$ cat src/rtl/kwd_pkg.sv
package kwd_pkg;

    typedef enum logic [1:0] {
        ST_IDLE    = 2'd0,
        ST_COUNT   = 2'd1,
        ST_GRACE   = 2'd2,
        ST_TRIPPED = 2'd3
    } kwd_state_e;

    // Control word field positions
    localparam int KEY_W   = 7;
    localparam int KEY_LSB = 9;
    localparam int CMD_BIT = 8;

endpackage

$ cat src/rtl/kwd_keygate.sv
// Holds the key from the last honoured write and the armed flag, and
// judges whether a new key may pass.
module kwd_keygate #(
    parameter int KEY_W = 7
) (
    input  logic             clk,
    input  logic             rst_n,
    input  logic [KEY_W-1:0] wr_key,
    input  logic             wr_cmd,
    input  logic             commit,
    output logic             key_ok,
    output logic             armed
);

    logic [KEY_W-1:0] key_q;
    logic             armed_q;

    always_ff @(posedge clk) begin
        if (!rst_n) begin
            key_q   <= '0;
            armed_q <= 1'b0;
        end else if (commit) begin
            key_q   <= wr_key;
            armed_q <= wr_cmd;
        end
    end

    // Unarmed: anything passes. Armed: the key must be the inverse.
    assign key_ok = !armed_q || (wr_key == ~key_q);
    assign armed  = armed_q;

endmodule

$ cat src/rtl/kwd_counter.sv
// Down-counter shared by the main and grace stages.
module kwd_counter #(
    parameter int CW = 9
) (
    input  logic          clk,
    input  logic          rst_n,
    input  logic          load,
    input  logic [CW-1:0] load_val,
    input  logic          dec,
    output logic          at_one
);

    logic [CW-1:0] cnt_q;

    always_ff @(posedge clk) begin
        if (!rst_n) begin
            cnt_q <= '0;
        end else if (load) begin
            cnt_q <= load_val;
        end else if (dec && (cnt_q != '0)) begin
            cnt_q <= cnt_q - 1'b1;
        end
    end

    assign at_one = (cnt_q == CW'(1));

endmodule

$ cat src/rtl/kwd_fsm.sv
// Stage controller: decides write acceptance, counter loads and outputs.
module kwd_fsm
    import kwd_pkg::*;
#(
    parameter int CNT_W       = 8,
    parameter int GRACE_TICKS = 10,
    localparam int CW         = CNT_W + 1
) (
    input  logic          clk,
    input  logic          rst_n,
    input  logic          tick_en,
    input  logic          wr_en,
    input  logic          wr_cmd,
    input  logic          key_ok,
    input  logic [CW-1:0] reload_val,
    input  logic          at_one,
    output logic          commit,
    output logic          cnt_load,
    output logic [CW-1:0] cnt_load_val,
    output logic          cnt_dec,
    output logic          nmi_o,
    output logic          rst_req_o
);

    localparam logic [CW-1:0] GRACE_V = CW'(GRACE_TICKS);

    kwd_state_e state_q, state_d;
    logic       nmi_q, req_q;
    logic       accept;

    // A tripped watchdog accepts nothing until reset
    assign accept = wr_en && key_ok && (state_q != ST_TRIPPED);

    always_comb begin
        state_d      = state_q;
        commit       = 1'b0;
        cnt_load     = 1'b0;
        cnt_load_val = reload_val;
        cnt_dec      = 1'b0;
        unique case (state_q)
            ST_IDLE: begin
                if (accept) begin
                    commit   = 1'b1;
                    cnt_load = 1'b1;
                    state_d  = wr_cmd ? ST_COUNT : ST_IDLE;
                end
            end
            ST_COUNT: begin
                if (accept) begin
                    commit   = 1'b1;
                    cnt_load = 1'b1;
                    state_d  = wr_cmd ? ST_COUNT : ST_IDLE;
                end else if (tick_en) begin
                    if (at_one) begin
                        cnt_load     = 1'b1;
                        cnt_load_val = GRACE_V;
                        state_d      = ST_GRACE;
                    end else begin
                        cnt_dec = 1'b1;
                    end
                end
            end
            ST_GRACE: begin
                if (accept) begin
                    commit   = 1'b1;
                    cnt_load = 1'b1;
                    state_d  = wr_cmd ? ST_COUNT : ST_IDLE;
                end else if (tick_en) begin
                    if (at_one) begin
                        state_d = ST_TRIPPED;
                    end else begin
                        cnt_dec = 1'b1;
                    end
                end
            end
            ST_TRIPPED: begin
                state_d = ST_TRIPPED;
            end
        endcase
    end

    // State register
    always_ff @(posedge clk) begin
        if (!rst_n) state_q <= ST_IDLE;
        else        state_q <= state_d;
    end

    // Output register
    always_ff @(posedge clk) begin
        if (!rst_n) begin
            nmi_q <= 1'b0;
            req_q <= 1'b0;
        end else begin
            nmi_q <= (state_d == ST_GRACE) || (state_d == ST_TRIPPED);
            req_q <= (state_q == ST_GRACE) && (state_d == ST_TRIPPED);
        end
    end

    assign nmi_o     = nmi_q;
    assign rst_req_o = req_q;

endmodule

$ cat src/rtl/keyed_watchdog.sv
// Keyed watchdog with interrupt-then-reset escalation.
// CNT_W must be 1..8 (count field sits below the command bit);
// GRACE_TICKS must be 1..2**CNT_W.
module keyed_watchdog
    import kwd_pkg::*;
#(
    parameter int DATA_W      = 32,
    parameter int CNT_W       = 8,
    parameter int GRACE_TICKS = 10
) (
    input  logic              clk,
    input  logic              rst_n,
    input  logic              tick_en,
    input  logic              wr_en,
    input  logic [DATA_W-1:0] wr_data,
    output logic              nmi_o,
    output logic              rst_req_o
);

    localparam int CW = CNT_W + 1;

    logic [KEY_W-1:0] wr_key;
    logic             wr_cmd;
    logic [CNT_W-1:0] wr_cnt;
    logic [CW-1:0]    reload_val;
    logic             key_ok, armed, commit;
    logic             cnt_load, cnt_dec, at_one;
    logic [CW-1:0]    cnt_load_val;
    logic             ctl_unused;

    assign wr_key = wr_data[KEY_LSB +: KEY_W];
    assign wr_cmd = wr_data[CMD_BIT];
    assign wr_cnt = wr_data[CNT_W-1:0];
    assign ctl_unused = ^{wr_data[DATA_W-1:KEY_LSB+KEY_W], wr_data[CMD_BIT-1:0], armed};

    // A zero count field stands for the full range
    assign reload_val = (wr_cnt == '0) ? {1'b1, {CNT_W{1'b0}}} : {1'b0, wr_cnt};

    kwd_keygate #(.KEY_W(KEY_W)) u_keygate (
        .clk    (clk),
        .rst_n  (rst_n),
        .wr_key (wr_key),
        .wr_cmd (wr_cmd),
        .commit (commit),
        .key_ok (key_ok),
        .armed  (armed)
    );

    kwd_counter #(.CW(CW)) u_counter (
        .clk      (clk),
        .rst_n    (rst_n),
        .load     (cnt_load),
        .load_val (cnt_load_val),
        .dec      (cnt_dec),
        .at_one   (at_one)
    );

    kwd_fsm #(.CNT_W(CNT_W), .GRACE_TICKS(GRACE_TICKS)) u_fsm (
        .clk          (clk),
        .rst_n        (rst_n),
        .tick_en      (tick_en),
        .wr_en        (wr_en),
        .wr_cmd       (wr_cmd),
        .key_ok       (key_ok),
        .reload_val   (reload_val),
        .at_one       (at_one),
        .commit       (commit),
        .cnt_load     (cnt_load),
        .cnt_load_val (cnt_load_val),
        .cnt_dec      (cnt_dec),
        .nmi_o        (nmi_o),
        .rst_req_o    (rst_req_o)
    );

endmodule

$ cat config.mk
export PLATFORM = sky130hd
export DESIGN_NAME = keyed_watchdog
export DESIGN_NICKNAME = d
export VERILOG_FILES = /design/src/rtl/kwd_pkg.sv /design/src/rtl/kwd_keygate.sv /design/src/rtl/kwd_counter.sv /design/src/rtl/kwd_fsm.sv /design/src/rtl/keyed_watchdog.sv
export SDC_FILE = /design/constraint.sdc
export NUM_CORES = 1
export LEC_CHECK = 0
export BUFFER_PORTS_ARGS = -buffer_cell sky130_fd_sc_hd__buf_2
export CAP_MARGIN = 20
export CORE_MARGIN = 5
export CORE_UTILIZATION = 43
export CTS_CLUSTER_DIAMETER = 80
export DETAILED_ROUTE_END_ITERATION = 6
export PLACE_DENSITY = 0.67
export SYNTH_ARGS = -nofsm -noshare
export SYNTH_HDL_FRONTEND = slang
export SYNTH_SLANG_ARGS = --single-unit
$ cat constraint.sdc
create_clock -name clk -period 4.35 [get_ports clk]
set_input_delay 0.435 -clock clk [delete_from_list [all_inputs] [get_ports clk]]
set_output_delay 0.435 -clock clk [all_outputs]
set_load 0.03 [all_outputs]
==> results of run 1 <==
[critical path, stage by stage (launching register included)]
cell	delay [ps]
dfxtp_1	380
ha_1	250
nand2b_1	170
nor4_1	350
a21oi_2	270
buf_4	280
or2_2	400
o211a_1	160
o32ai_1	260
[cells by family after synthesis]
logic type | share of synthesized area
fa+ha+maj | 0.0714
compound gates | 0.175
flops | 0.300
simple gates | 0.274
buf+inv | 0.0384
xor+xnor | 0.0687
mux | 0.0732
[worst min path at each step]
stage / start / endpoint
global route: wr_data[8] / u_keygate.armed
finish: wr_data[8] / u_keygate.armed
global placement: u_keygate.armed / u_keygate.armed
CTS: wr_data[8] / u_keygate.armed
floorplan: u_keygate.armed / u_keygate.armed
detailed placement: u_keygate.armed / u_keygate.armed
[cells in the mapped netlist (2+ instances only)]
master	number
dfxtp_1	21
nor2_1	20
nand2_1	9
xnor2_1	9
ha_1	8
mux2i_1	8
nor3_1	6
inv_1	5
nand3_1	4
o21ai_0	4
or3_1	4
a31oi_1	3
nand4_1	3
nor4_1	3
a211oi_2	2
and2_1	2
and3_1	2
buf_6	2
nor2_2	2
nor2b_1	2
o211ai_1	2
or3_2	2
xor2_1	2
[stage by stage]
step | util | area [um^2]
after floorplan | - | 1400
after global placement | 0.496 | 1540
after detailed placement | 0.496 | 1540
after CTS | 0.505 | 1570
after global routing | 0.505 | 1570
final | 0.505 | 1570
[per-layer routing]
layer | track usage | vias up | wire length [um]
met1 | 0.176 | 579 | 1360
met4 | 0.0481 | 0 | 19
met3 | 0.0422 | 2 | 155
met2 | 0.276 | 29 | 1570
met5 | 0 | - | 0
li1 | - | 603 | -
[cells in the final DEF (no fill, tap or decap), drive strengths merged, types with 2 or more instances in the layout]
| cell | count |
|---|---|
| and2 | 2 |
| or3 | 7 |
| nand2 | 9 |
| a21oi | 2 |
| a21o | 2 |
| nand4 | 3 |
| and3 | 2 |
| a31oi | 3 |
| mux2i | 9 |
| xor2 | 2 |
| nand3 | 4 |
| nor2b | 2 |
| o21ai | 6 |
| dfxtp | 21 |
| nor4 | 5 |
| nor3 | 6 |
| xnor2 | 9 |
| buf | 22 |
| o211ai | 2 |
| inv | 6 |
| nor2 | 22 |
| clkbuf | 3 |
| ha | 8 |
| a211oi | 3 |
[power by group]
| group | internal, mW | switching (mW) |
|---|---|---|
| combinational | 0.0624 | 0.0736 |
| sequential | 0.207 | 0.0168 |
| clock | 0.0344 | 0.0619 |
[registers in the layout, summed over array words and instances, names as in the netlist]
register / cells
u_keygate.armed: 1
u_fsm.nmi_o: 1
u_fsm.rst_req_o: 1
u_counter.cnt_q: 9
u_fsm.state_q: 2
u_keygate.key_q: 7
[layout make-up]
type                       instances  area [um^2]  area share
sequential                        21          420       0.268
timing repair buffer              22          113      0.0719
clock inverter                     1         5.00     0.00319
clock buffer                       3         22.5      0.0144
inverter                           6         22.5      0.0144
multi-input combinational        124          928       0.593
tap                               44         55.1      0.0351
==> run summary, run 1 <==
Status = completed
Non-filler instance count after layout = 221
Layout cells sized above 1 = 0.266
Hold slack final = 366 ps
Layout area overhead = 11.7%
Crit path arrival time = 2830 ps
FMAX = 382 MHz
Detailed placement HPWL = 2430 um
Global placement routability congestion = 0.864
Placeable Area = 3100 um^2
Port Buffers = 21
Ys flop type = dfxtp_1
Worst Hold Class = in -> reg
Htree depth = 1
Crit start category = flip-flop
Worst-path clk slew = 120 ps
Clock Latency Late Sink = 310 ps
CTS Buf Count = 3
Async set-or-reset flop fraction in the synthesized netlist = 0
Vias = 1213
Clock Tree Buf Depth = 2
Total power = 0.456 mW
TritonCTS Sinks = 21
R2R Path End = u_counter.cnt_q[1]
Synth cell types = 53
Cell accounting for the most synthesized area = dfxtp_1
EDFF count, synth = 0
Synth Area per Inst = 9.05 um^2
Routed Antenna Nets = 0
Antenna cells = 0
Fin crit share = 0.602
Clock skew = 7.72 ps
Synth warnings = 0
CTS tree = done
Starting DRC count in detailed routing = 72
FF-to-FF setup slack = 1730 ps
Setup crit end = u_counter.cnt_q[1]
Die Y = 67.1 um
Drt pass-1 iters = 5
Max Cap Viol = 0
Syn nets = 199
Synth top area share = 0.300
Placed Cells = 217
Vias in the first global route = 1243
Unrepaired setup endpoints after global routing = false
Synth area leaders = dfxtp_1 30%, ha_1 7.1%, mux2i_1 5.7%
Place WS = 1730 ps
Die area = 4500 um^2
Hold Path Cell Cnt = 3
Final WS setup = 1730 ps
Crit path kind = reg -> reg
Final hold violations = 0
Hold Buf Count CTS = 0
DRC violations left = 0
Gr usage total = 0.154
Drt wl/cell = 14.1 um
LEAKAGE = 0.642 nW
Row count = 20
Slew Viols, Final = 0
Slew margin rel. = 0.364
Post-CTS Resized = 0
Grt ovf = 0
Pin count of the biggest net entering global routing = 15
Element type at the critical path end = flip-flop
Post-Route WL = 3110 um
Via density = 5.49
Synthesized area = 1400 um^2
Die Wd = 67.1 um
Synth Instances = 155
TNS Setup = 0 ps
Nets = 222
Worst R2R Start = u_fsm.state_q[0]
Final min period = 2620 ps
Maximum fanout along the worst path = 14
Seq cells post-synth = 21
Worst setup startpoint = u_fsm.state_q[0]
Initial antenna violation count = 0
Final Setup Violations = 0
Slew @ Worst Pin = 946 ps
PwrDens = 291 nW/um^2
First-pass GRT wire length = 5360 um
Fillers = 323
Critical path data required time = 4570 ps
Post-CTS Repair Setup Buffers = 0
Initial Utilization = 0.452
# IOs = 38
Worst-case reg-to-reg path depth = 8
Clock root cell = clkbuf_4
Worst vdd ir = 0.000191 V
Seq/Total Area, Yosys = 0.300
Note: power is estimated with default switching activity, not from simulation.
==> run 2: changes to the inputs <==
- PLACE_DENSITY: 0.67 -> 0.7
- clock period: 4.35 -> 2.1 ns (I/O delays scaled with it)
==> run summary, run 2 (synthesis results as in run 1) <==
Final min period = 2030 ps (was 2620 ps)
Vias in the first global route = 1218 (was 1243)
Drt wl/cell = 13.6 um (was 14.1 um)
Most common cell after layout, fill and taps aside = buf_2
Drt pass-1 iters = 5 (unchanged)
Grt ovf = 0 (unchanged)
Clock Tree Buf Depth = 2 (unchanged)
Clock root cell = clkbuf_4 (unchanged)
PwrDens = 563 nW/um^2 (was 291 nW/um^2)
Final hold violations = 0 (unchanged)
Biggest register = u_counter.cnt_q (unchanged)
Fin crit share = 0.967 (was 0.602)
Antenna cells = 0 (unchanged)
Slew Viols, Final = 0 (unchanged)
Worst Hold Class = in -> reg (unchanged)
FMAX = 492 MHz (was 382 MHz)
Slew margin rel. = 0.657 (was 0.364)
Final Setup Violations = 0 (unchanged)
Gr usage total = 0.155 (was 0.154)
FF/Latch Area = 423 um^2 (was 420 um^2)
CTS Buf Count = 3 (unchanged)
Layout area overhead = 25.7% (was 11.7%)
Initial antenna violation count = 0 (unchanged)
Worst vdd ir = 0.000504 V (was 0.000191 V)
Slew @ Worst Pin = 514 ps (was 946 ps)
Die Wd = 67.1 um (unchanged)
Top layer used by detailed routing = met3 (was met4)
Hold slack final = 161 ps (was 366 ps)
Crit path kind = reg -> reg (unchanged)
Worst-case reg-to-reg path depth = 6 (was 8)
Worst-path clk slew = 130 ps (was 120 ps)
Maximum fanout along the worst path = 7 (was 14)
Pin count of the biggest net entering global routing = 15 (unchanged)
TNS Setup = 0 ps (unchanged)
Global placement routability congestion = 0.906 (was 0.864)
DRT met1 WL = 1360 um (about the same)
LEAKAGE = 0.740 nW (was 0.642 nW)
Port Buffers = 21 (unchanged)
Vias = 1279 (was 1213)
Die area = 4500 um^2 (unchanged)
Setup crit end = u_counter.cnt_q[3] (was u_counter.cnt_q[1])
Htree depth = 1 (unchanged)
Crit path arrival time = 2230 ps (was 2830 ps)
Met2 wire length = 1710 um (was 1570 um)
Top flop regs = u_counter.cnt_q x9, u_keygate.key_q x7, u_fsm.state_q x2 (unchanged)
FF-to-FF setup slack = 70 ps (was 1730 ps)
Crit start category = flip-flop (unchanged)
Die Y = 67.1 um (unchanged)
Max reg flops = 9 (unchanged)
R2R Path End = u_counter.cnt_q[3] (was u_counter.cnt_q[1])
Fillers = 303 (was 323)
Via density = 5.35 (was 5.49)
First-pass GRT wire length = 5400 um (was 5360 um)
CTS tree = done (unchanged)
Nets = 240 (was 222)
Detailed placement HPWL = 2500 um (was 2430 um)
Max Cap Viol = 0 (unchanged)
Row count = 20 (unchanged)
Worst hold start = wr_data[5] (was wr_data[8])
Hold Path Cell Cnt = 3 (unchanged)
Routed wl met3 = 175 um (was 155 um)
Clock Latency Late Sink = 310 ps (about the same)
Multi-input gate area in the final layout = 987 um^2 (was 928 um^2)
Clock skew = 10.8 ps (was 7.72 ps)
Starting DRC count in detailed routing = 46 (was 72)
Worst setup startpoint = u_counter.cnt_q[7] (was u_fsm.state_q[0])
# IOs = 38 (unchanged)
DRC violations left = 0 (unchanged)
Element type at the critical path end = flip-flop (unchanged)
Post-Route WL = 3240 um (was 3110 um)
Most frequent cells in the layout = 21 x buf_2, 20 x nor2_1, 19 x buf_4, 19 x dfxtp_1 (was 21 x buf_2, 21 x dfxtp_1, 20 x nor2_1)
Placeable Area = 3100 um^2 (unchanged)
Routed Antenna Nets = 0 (unchanged)
Layout cells sized above 1 = 0.369 (was 0.266)
Total power = 0.992 mW (was 0.456 mW)
Initial Utilization = 0.452 (unchanged)
Critical path data required time = 2300 ps (was 4570 ps)
Status = completed (unchanged)
TritonCTS Sinks = 21 (unchanged)
Worst R2R Start = u_counter.cnt_q[7] (was u_fsm.state_q[0])
[run 2: cell types whose count changed in the layout (fill, tap and decap cells not counted), sizes merged]
cell and delta:
buf +18
[run 2: through the flow]
| step | utilization | std cells | setup slack, ps | area (um^2) |
|---|---|---|---|---|
| CTS | 0.546 | 236 | 51.9 | 1690 |
| floorplan | - | 155 | 24.2 | 1400 |
| global placement | 0.527 | 230 | -19.5 | 1640 |
| global route | 0.568 | 239 | -23.8 | 1760 |
| finish | 0.568 | 239 | 68.4 | 1760 |
| detailed placement | 0.527 | 230 | -94.6 | 1640 |
[run 2: repair_timing]
item | CTS | global route
buffers inserted | 2 | 3
resized for setup | 3 | 8
pin swaps | 2 | 3
endpoints found under the setup margin | 9 | 4
hold buffers | 0 | 0
[run 2: worst min-delay path by stage]
stage,to
floorplan,u_fsm.state_q[0]
detailed placement,u_keygate.key_q[1]
finish,u_counter.cnt_q[5]
global route,u_keygate.key_q[1]
global placement,u_keygate.key_q[2]
CTS,u_keygate.key_q[1]
[run 2: metal layers]
| layer | vias up | GRT usage |
|---|---|---|
| met4 | 0 | 0.0304 |
| met5 | - | 0 |
| met3 | 0 | 0.0304 |
| met1 | 604 | 0.199 |
| li1 | 640 | - |
| met2 | 35 | 0.269 |
[run 2: final cells by class]
class / count / share of cell area
Clock buffer: 3 / 0.0128
Clock inverter: 1 / 0.00284
Inverter: 6 / 0.0128
Multi-Input combinational cell: 124 / 0.560
Sequential cell: 21 / 0.240
Tap cell: 44 / 0.0312
Timing Repair Buffer: 40 / 0.141
[run 2: power by group]
part	internal, mW	switching, mW
sequential	0.429	0.0310
combinational	0.162	0.169
clock	0.0710	0.130
total	0.662	0.330
[run 2: worst max-delay path, cell delays in order, from the launching register on]
cell and delay, ps:
dfxtp_2 370, or4_4 570, nor4_4 340, nor2_2 90, mux2i_4 260, a21boi_4 230, o22ai_2 70
==> run 3: changes to the inputs <==
- CORE_MARGIN: 5 -> 10
- GPL_TIMING_DRIVEN: default -> 1
==> run summary, run 3 (synthesis results as in run 1) <==
Status = completed (unchanged)
Most frequent cells in the layout = 21 x buf_2, 20 x nor2_1, 20 x dfxtp_1 (was 21 x buf_2, 20 x nor2_1, 19 x buf_4, 19 x dfxtp_1)
Crit path arrival time = 2230 ps (about the same)
FF/Latch Area = 422 um^2 (was 423 um^2)
Fillers = 296 (was 303)
Routed Antenna Nets = 0 (unchanged)
Slew @ Worst Pin = 496 ps (was 514 ps)
Biggest register = u_counter.cnt_q (unchanged)
Non-filler instance count after layout = 237 (was 239)
Detailed placement HPWL = 2730 um (was 2500 um)
CTS Buf Count = 3 (unchanged)
Final min period = 2000 ps (was 2030 ps)
Gr usage total = 0.119 (was 0.155)
R2R Path End = u_counter.cnt_q[8] (was u_counter.cnt_q[3])
Maximum fanout along the worst path = 7 (unchanged)
Placeable Area = 3080 um^2 (was 3100 um^2)
FF-to-FF setup slack = 100 ps (was 70 ps)
Most common cell after layout, fill and taps aside = buf_2 (unchanged)
Fin crit share = 0.952 (was 0.967)
Final Setup Violations = 0 (unchanged)
Drt wl/cell = 14.9 um (was 13.6 um)
Grt ovf = 0 (unchanged)
PwrDens = 587 nW/um^2 (was 563 nW/um^2)
Crit start category = flip-flop (unchanged)
LEAKAGE = 0.729 nW (was 0.740 nW)
Via density = 5.52 (was 5.35)
Worst R2R Start = u_counter.cnt_q[7] (unchanged)
Die area = 5950 um^2 (was 4500 um^2)
Worst Hold Class = in -> reg (unchanged)
Starting DRC count in detailed routing = 55 (was 46)
Hold Path Cell Cnt = 3 (unchanged)
Clock root cell = clkbuf_4 (unchanged)
Drt pass-1 iters = 4 (was 5)
Unrepaired setup endpoints after global routing = false
Vias = 1309 (was 1279)
Layout area overhead = 23.1% (was 25.7%)
Worst vdd ir = 0.000383 V (was 0.000504 V)
Worst hold start = wr_data[5] (unchanged)
Worst-path clk slew = 140 ps (was 130 ps)
Global placement routability congestion = 0.871 (was 0.906)
Placed Cells = 231 (was 230)
FMAX = 500 MHz (was 492 MHz)
Final hold violations = 0 (unchanged)
Crit path kind = reg -> reg (unchanged)
Initial antenna violation count = 0 (unchanged)
Port Buffers = 21 (unchanged)
Worst setup startpoint = u_counter.cnt_q[7] (unchanged)
First-pass GRT wire length = 5980 um (was 5400 um)
Place WS = -143 ps (was -94.6 ps)
Clock skew = 8.22 ps (was 10.8 ps)
Vias in the first global route = 1337 (was 1218)
Antenna cells = 0 (unchanged)
CTS tree = done (unchanged)
Max Cap Viol = 0 (unchanged)
DRC violations left = 0 (unchanged)
Initial Utilization = 0.456 (was 0.452)
Clock Tree Buf Depth = 2 (unchanged)
Die Wd = 77.1 um (was 67.1 um)
Row count = 20 (unchanged)
Total power = 1.01 mW (was 0.992 mW)
TritonCTS Sinks = 21 (unchanged)
Top flop regs = u_counter.cnt_q x9, u_keygate.key_q x7, u_fsm.state_q x2 (unchanged)
Htree depth = 1 (unchanged)
Multi-input gate area in the final layout = 967 um^2 (was 987 um^2)
Clock Latency Late Sink = 320 ps (was 310 ps)
Slew Viols, Final = 0 (unchanged)
Hold Buf Count CTS = 0 (unchanged)
Pin count of the biggest net entering global routing = 15 (unchanged)
# IOs = 38 (unchanged)
Worst Hold End = u_counter.cnt_q[5] (unchanged)
Final WS setup = 102 ps (was 68.4 ps)
Worst-case reg-to-reg path depth = 7 (was 6)
Element type at the critical path end = flip-flop (unchanged)
Post-Route WL = 3540 um (was 3240 um)
Die Y = 77.1 um (was 67.1 um)
Slew margin rel. = 0.669 (was 0.657)
Max reg flops = 9 (unchanged)
Nets = 238 (was 240)
Layout cells sized above 1 = 0.347 (was 0.369)
Critical path data required time = 2330 ps (was 2300 ps)
-- run 3: cell types whose count changed in the layout (fill, tap and decap cells not counted), sizes merged --
cell	delta
buf	-2
-- run 3: worst max-delay path: stages (launching register included) --
cell and delay (ps):
dfxtp_2 370, or4_4 580, o311a_4 380, nor2_2 140
mux2i_4 110, buf_4 160, o21ai_0 140, nor2_1 60
-- run 3: power breakdown --
group | internal, mW | switching (mW)
logic | 0.164 | 0.174
clock network | 0.0714 | 0.146
registers | 0.429 | 0.0291
total | 0.664 | 0.349
-- run 3: how the worst max path moves through the flow --
stage / to / slack [ps] / cells after the start
after floorplan: u_counter.cnt_q[1] / 20 / 8
after global placement: u_counter.cnt_q[1] / -30 / 7
after detailed placement: u_counter.cnt_q[1] / -140 / 7
after CTS: u_counter.cnt_q[8] / 20 / 7
after global routing: u_counter.cnt_q[8] / 3 / 10
final: u_counter.cnt_q[8] / 100 / 7
-- run 3: routing by layer --
metal | track usage | wire [um] | part of all wire
met3 | 0.0233 | 143 | 0.040
met4 | 0.0292 | 31 | 0.0088
met1 | 0.134 | 1500 | 0.42
met5 | 0 | 0 | 0
met2 | 0.221 | 1870 | 0.53
-- run 3: timing repair --
item	in CTS	in global routing
setup buffers	2	0
resized for setup	4	4
setup endpoints to repair	8	4
endpoints found under the hold margin	0	0
pin swaps	1	2
-- run 3: final cells by class --
type | count | share of cell area
clock buffers | 3 | 0.0130
flip-flops and latches | 21 | 0.244
well taps | 44 | 0.0319
multi-input cells | 124 | 0.560
inverters | 6 | 0.0130
repair buffers | 38 | 0.135
clock inverters | 1 | 0.00290
-- run 3: through the flow --
| stage | hold WS [ps] | instance area (um^2) | setup TNS (ps) | utilization |
|---|---|---|---|---|
| finish | 140 | 1730 | 0 | 0.561 |
| global route | 142 | 1730 | 0 | 0.561 |
| CTS | 145 | 1710 | 0 | 0.556 |
| detailed placement | 485 | 1640 | -375 | 0.534 |
| global placement | 469 | 1640 | -45.0 | 0.534 |
| floorplan | 332 | 1400 | 0 | - |
